===== config.mk =====
export PLATFORM = sky130hd
export DESIGN_NAME = loop_branch_unit
export DESIGN_NICKNAME = d
export VERILOG_FILES = /design/src/rtl/lcb_pkg.sv /design/src/rtl/lcb_decode.sv /design/src/rtl/lcb_update.sv /design/src/rtl/lcb_target.sv /design/src/rtl/loop_branch_unit.sv
export SDC_FILE = /design/constraint.sdc
export NUM_CORES = 1
export LEC_CHECK = 0
export ABC_AREA = 1
export CAP_MARGIN = 20
export CORE_ASPECT_RATIO = 0.5
export CORE_UTILIZATION = 43
export DETAILED_ROUTE_END_ITERATION = 8
export HOLD_SLACK_MARGIN = 0.06
export PLACE_DENSITY = 0.74
export SYNTH_ARGS = -nofsm -noshare
export SYNTH_HDL_FRONTEND = slang
export SYNTH_HIERARCHICAL = 1
export SYNTH_SLANG_ARGS = --single-unit

===== constraint.sdc =====
create_clock -name clk -period 0.8 [get_ports clk]
set_clock_uncertainty 0.05 [all_clocks]
set_input_delay 0.16 -clock clk [delete_from_list [all_inputs] [get_ports clk]]
set_output_delay 0.16 -clock clk [all_outputs]
set_load 0.01 [all_outputs]

===== src/rtl/lcb_pkg.sv =====
package lcb_pkg;

  typedef enum logic [1:0] {
    STEP_DEC = 2'b00,
    STEP_TST = 2'b01,
    STEP_INC = 2'b10,
    STEP_BAD = 2'b11
  } step_e;

  typedef enum logic [2:0] {
    RS_A   = 3'd0,
    RS_B   = 3'd1,
    RS_CC  = 3'd2,
    RS_TMP = 3'd3,
    RS_D   = 3'd4,
    RS_X   = 3'd5,
    RS_Y   = 3'd6,
    RS_SP  = 3'd7
  } rsel_e;

  typedef struct packed {
    step_e step;
    logic  on_nonzero;
    logic  off_sign;
    rsel_e rsel;
  } ctl_t;

  // Registers narrower than the full datapath (codes below RS_TMP)
  function automatic logic is_narrow(rsel_e s);
    return (s == RS_A) || (s == RS_B) || (s == RS_CC);
  endfunction

endpackage


===== src/rtl/lcb_decode.sv =====
module lcb_decode
  import lcb_pkg::*;
(
  input  logic [7:0] postbyte,
  output ctl_t       ctl,
  output logic       bad_step
);

  // Bit 3 of the control byte carries no meaning and is not decoded.
  always_comb begin
    ctl.step       = step_e'(postbyte[7:6]);
    ctl.on_nonzero = postbyte[5];
    ctl.off_sign   = postbyte[4];
    ctl.rsel       = rsel_e'(postbyte[2:0]);
  end

  assign bad_step = (ctl.step == STEP_BAD);

endmodule


===== src/rtl/lcb_update.sv =====
module lcb_update
  import lcb_pkg::*;
#(
  parameter int DATA_W = 16,
  parameter int BYTE_W = 8
) (
  input  ctl_t              ctl,
  input  logic [DATA_W-1:0] cur,
  output logic [DATA_W-1:0] nxt,
  output logic              nxt_zero,
  output logic              take
);

  localparam int HI_W = DATA_W - BYTE_W;

  function automatic logic [DATA_W-1:0] step_amount(step_e s);
    case (s)
      STEP_DEC: return {DATA_W{1'b1}};
      STEP_INC: return {{(DATA_W-1){1'b0}}, 1'b1};
      default:  return '0;
    endcase
  endfunction

  function automatic logic [DATA_W-1:0] narrow_add(logic [DATA_W-1:0] a,
                                                   logic [DATA_W-1:0] b);
    logic [BYTE_W-1:0] lo;
    lo = a[BYTE_W-1:0] + b[BYTE_W-1:0];
    return {{HI_W{1'b0}}, lo};
  endfunction

  logic [DATA_W-1:0] amount;
  logic [DATA_W-1:0] wide_sum;
  logic [DATA_W-1:0] thin_sum;
  logic              use_thin;

  assign amount   = step_amount(ctl.step);
  assign wide_sum = cur + amount;
  assign thin_sum = narrow_add(cur, amount);
  assign use_thin = is_narrow(ctl.rsel);
  assign nxt      = use_thin ? thin_sum : wide_sum;
  assign nxt_zero = (nxt == '0);
  assign take     = ctl.on_nonzero ? !nxt_zero : nxt_zero;

endmodule


===== src/rtl/lcb_target.sv =====
module lcb_target #(
  parameter int ADDR_W = 16
) (
  input  logic [ADDR_W-1:0] pc,
  input  logic              off_sign,
  input  logic [7:0]        off_byte,
  output logic [ADDR_W-1:0] target
);

  localparam int EXT_W = ADDR_W - 9;

  function automatic logic [ADDR_W-1:0] widen_offset(logic s, logic [7:0] b);
    return {{EXT_W{s}}, s, b};
  endfunction

  assign target = pc + widen_offset(off_sign, off_byte);

endmodule


===== src/rtl/loop_branch_unit.sv =====
module loop_branch_unit
  import lcb_pkg::*;
#(
  parameter int ADDR_W = 16,
  parameter int DATA_W = 16,
  parameter int BYTE_W = 8
) (
  input  logic              clk,
  input  logic              rst_n,
  input  logic              start,
  input  logic [7:0]        postbyte,
  input  logic [7:0]        offset_byte,
  input  logic [ADDR_W-1:0] pc,
  output logic [2:0]        rd_sel,
  input  logic [DATA_W-1:0] rd_data,
  output logic              res_valid,
  output logic              branch_taken,
  output logic [ADDR_W-1:0] branch_target,
  output logic              wr_en,
  output logic [2:0]        wr_sel,
  output logic [DATA_W-1:0] wr_data,
  output logic              illegal_op
);

  ctl_t              ctl;
  logic              bad_step;
  logic [DATA_W-1:0] next_val;
  logic              next_zero;
  logic              take_cond;
  logic [ADDR_W-1:0] tgt;
  logic              legal_start;
  logic              r_on_nonzero;

  lcb_decode u_decode (
    .postbyte (postbyte),
    .ctl      (ctl),
    .bad_step (bad_step)
  );

  lcb_update #(.DATA_W(DATA_W), .BYTE_W(BYTE_W)) u_update (
    .ctl      (ctl),
    .cur      (rd_data),
    .nxt      (next_val),
    .nxt_zero (next_zero),
    .take     (take_cond)
  );

  lcb_target #(.ADDR_W(ADDR_W)) u_target (
    .pc       (pc),
    .off_sign (ctl.off_sign),
    .off_byte (offset_byte),
    .target   (tgt)
  );

  assign rd_sel      = ctl.rsel;
  assign legal_start = start && !bad_step;

  always_ff @(posedge clk or negedge rst_n) begin
    if (!rst_n) begin
      res_valid     <= 1'b0;
      branch_taken  <= 1'b0;
      wr_en         <= 1'b0;
      illegal_op    <= 1'b0;
      branch_target <= '0;
      wr_sel        <= '0;
      wr_data       <= '0;
      r_on_nonzero  <= 1'b0;
    end else begin
      res_valid    <= start;
      illegal_op   <= start && bad_step;
      wr_en        <= legal_start;
      branch_taken <= legal_start && take_cond;
      if (start) begin
        branch_target <= tgt;
        wr_sel        <= ctl.rsel;
        wr_data       <= next_val;
        r_on_nonzero  <= ctl.on_nonzero;
      end
    end
  end

  function automatic logic [DATA_W-1:0] view_of(logic [2:0] s, logic [DATA_W-1:0] v);
    return is_narrow(rsel_e'(s)) ? {{(DATA_W-BYTE_W){1'b0}}, v[BYTE_W-1:0]} : v;
  endfunction

  AST_START_GIVES_RESULT: assert property (@(posedge clk) disable iff (!rst_n)
    start |=> res_valid);
  AST_RESULT_NEEDS_START: assert property (@(posedge clk) disable iff (!rst_n)
    res_valid |-> $past(start));
  AST_WRITE_OR_ILLEGAL: assert property (@(posedge clk) disable iff (!rst_n)
    res_valid |-> (wr_en != illegal_op));
  AST_ILLEGAL_QUIET: assert property (@(posedge clk) disable iff (!rst_n)
    illegal_op |-> (!branch_taken && !wr_en));
  AST_TAKEN_HAS_WRITE: assert property (@(posedge clk) disable iff (!rst_n)
    branch_taken |-> wr_en);
  AST_NARROW_UPPER_CLEAR: assert property (@(posedge clk) disable iff (!rst_n)
    (wr_en && is_narrow(rsel_e'(wr_sel))) |-> (wr_data[DATA_W-1:BYTE_W] == '0));
  AST_SENSE_MATCH: assert property (@(posedge clk) disable iff (!rst_n)
    wr_en |-> (branch_taken == (r_on_nonzero ? (wr_data != '0) : (wr_data == '0))));
  AST_TEST_KEEPS_VALUE: assert property (@(posedge clk) disable iff (!rst_n)
    (start && postbyte[7:6] == 2'b01) |=> (wr_data == view_of($past(postbyte[2:0]), $past(rd_data))));
  AST_SELECT_CARRIED: assert property (@(posedge clk) disable iff (!rst_n)
    start |=> (wr_sel == $past(postbyte[2:0])));

endmodule


==> results.ini <==
[status]
status = finished with violations
violations = negative setup slack

[floorplan]
dieArea_mm2 = 0.00936
die_y_um = 68.9
io_pins = 93
fp.dieW_um = 136
start_util_pct = 46.1
core_mm2 = 0.00835
rows = 23

[timing]
finalCriticalPeriod_ps = 1910
rsz0062_at_grt = true
slew_violations = 0
post-route-worst-setup-slack_ps = -1110
holdWs_ps = 145
setup_viol = 70
slew_headroom_pct = 72.5
tightest_slew_ps = 409
fmax_mhz = 523
timing.final.crit_share_pct = 239
finalHoldViolations = 0

[grt]
grt_pass1_vias = 4320
grt_max_degree = 40
grt_antenna_before_repair = 0
grt_usage_pct = 25.2
grt_pass1_wl_um = 18800
grt_remaining_overflow = 0

[detailed_routing]
vias = 4633
drc = 0
drt_iter0_drc = 301
wl_per_cell_um = 14.2
wl_um = 13100
first_pass_iters = 5
avgViaCountPerCell = 5.02
ant_nets = 0

[power]
comb_power_share_pct = 48.7
p_seq_share_pct = 26.5
finalPower_mw = 9.09
power_switching_mw = 3.25
p_int_mw = 5.85
ir_drop_uv = 932
leakage_nw = 3.65
clock_power_share_pct = 24.8
swShare_pct = 35.7
power_density_mw_per_mm2 = 1350

[finish]
area_growth_pct = 74.6
n_antenna_cell = 0
fin_nets = 881
drive_gt1_share_pct = 50.9

[yosys]
yosysWarnings = 6
syn-cell-area_mm2 = 0.00385
syn_inst = 611
synth_nets = 682
syn_avg_cell_area_um2 = 6.30

[clocking]
clkSlewWorstSetupHoldPaths_ps = 60
clk_latency_ps = 280
clockBufferDepth = 2
cts_root_buffer = clkbuf_16
cts_buffers = 5
h-tree-depth = 2
clock_sinks = 39
cts_tree = built

[critical_path]
cp.arrival_ps = 2070
crit_required_ps = 960
crit_fanout = 8
r2r_start = wr_data[8]$_DFFE_PN0P_
critPathCaptureType = register
path_class = input pin to register
cp-start-kind = input pin
cp-startpoint = postbyte[6]

[placement]
place_congestion = 0.847
io_buffers = 91
pre_cts_ws_ps = -1800
dp_hpwl_um = 7890

[run]
max_cap_viol_count = 0

[hold_path]
hp-start = pc[0]
hp-class = input pin to register

[per-stage QoR]
stage	TNS [ps]	cell area (um^2)	util [%]	cells
after detailed placement	-55640	5570	66.7	862
after floorplan	-18320	4140	-	611
after global placement	-53900	5570	66.7	862
after CTS	-23560	6140	73.6	898
final	-25390	6720	80.5	923
after global routing	-28450	6720	80.5	923
[final timing paths]
check	to	slack (ps)	cells past startpoint
max	branch_taken$_DFF_PN0_	-1110	18
min	branch_target[0]$_DFFE_PN0P_	150	4
max reg2reg	wr_data[8]$_DFFE_PN0P_	-80	4
min reg2reg	wr_sel[2]$_DFFE_PN0P_	420	2
max in group asynchronous	branch_target[15]$_DFFE_PN0P_	170	3
min in group asynchronous	illegal_op$_DFF_PN0_	330	3
[cells in the final DEF (no fill, tap or decap), types with 15 or more instances in the layout]
master / n
nand2_1: 194
buf_4: 89
inv_1: 73
nand2_2: 70
buf_6: 44
dfrtp_1: 39
nand2_4: 37
buf_2: 36
nand3_1: 21
ha_4: 19
inv_2: 16
nand3_2: 16
nor2_1: 15
[what timing repair did]
item	in CTS	in global routing
cloned	2	0
endpoints found under the setup margin	81	73
gates resized for setup	409	118
hold buffers	1	0
hold endpoints to repair	39	0
setup buffers	26	27
pin swaps	99	67
[metal layers]
| layer | GRT usage (%) | up-vias | routed length (um) |
|---|---|---|---|
| li1 | - | 2256 | - |
| met1 | 29.7 | 2168 | 5300 |
| met2 | 50.1 | 160 | 6830 |
| met3 | 1.90 | 49 | 558 |
| met4 | 7.02 | 0 | 438 |
| met5 | 0 | - | 0 |
[flip-flops by register name (all words and copies together) (netlist names)]
register and cells:
wr_en 1, wr_sel 3, branch_taken 1, branch_target 16, illegal_op 1, wr_data 16, res_valid 1
[worst max-delay path: stages]
cell and delay, ps:
buf_8 100, nor2_4 130, buf_12 150, nand2_8 60, nand2_4 80, inv_4 40, ha_4 210, or2_4 230
nor2_2 120, and2_1 140, nand3_1 80, nor2_1 130, nand3_1 80, nor2_1 90, nand3_1 80, nand2_1 60
inv_1 30, nor2_1 70
[power by group through the flow]
stage          sequential [mW]  combinational [mW]  clock (mW)
3_5_place_dp              2.43                3.51           0
5_1_grt                   2.43                4.78        2.36
3_3_place_gp              2.42                3.45           0
2_1_floorplan             2.55                1.78           0
4_1_cts                   2.39                3.74        2.26
6_report                  2.41                4.43        2.25
[cell type report]
class | instances | area, um^2
clock inverter | 3 | 43.8
multi-input combinational | 461 | 3250
timing repair buffer | 208 | 1820
fill | 551 | 1630
inverter | 95 | 373
tap | 112 | 140
sequential | 39 | 976
clock buffer | 5 | 125
(Power assumes the default switching activity.)
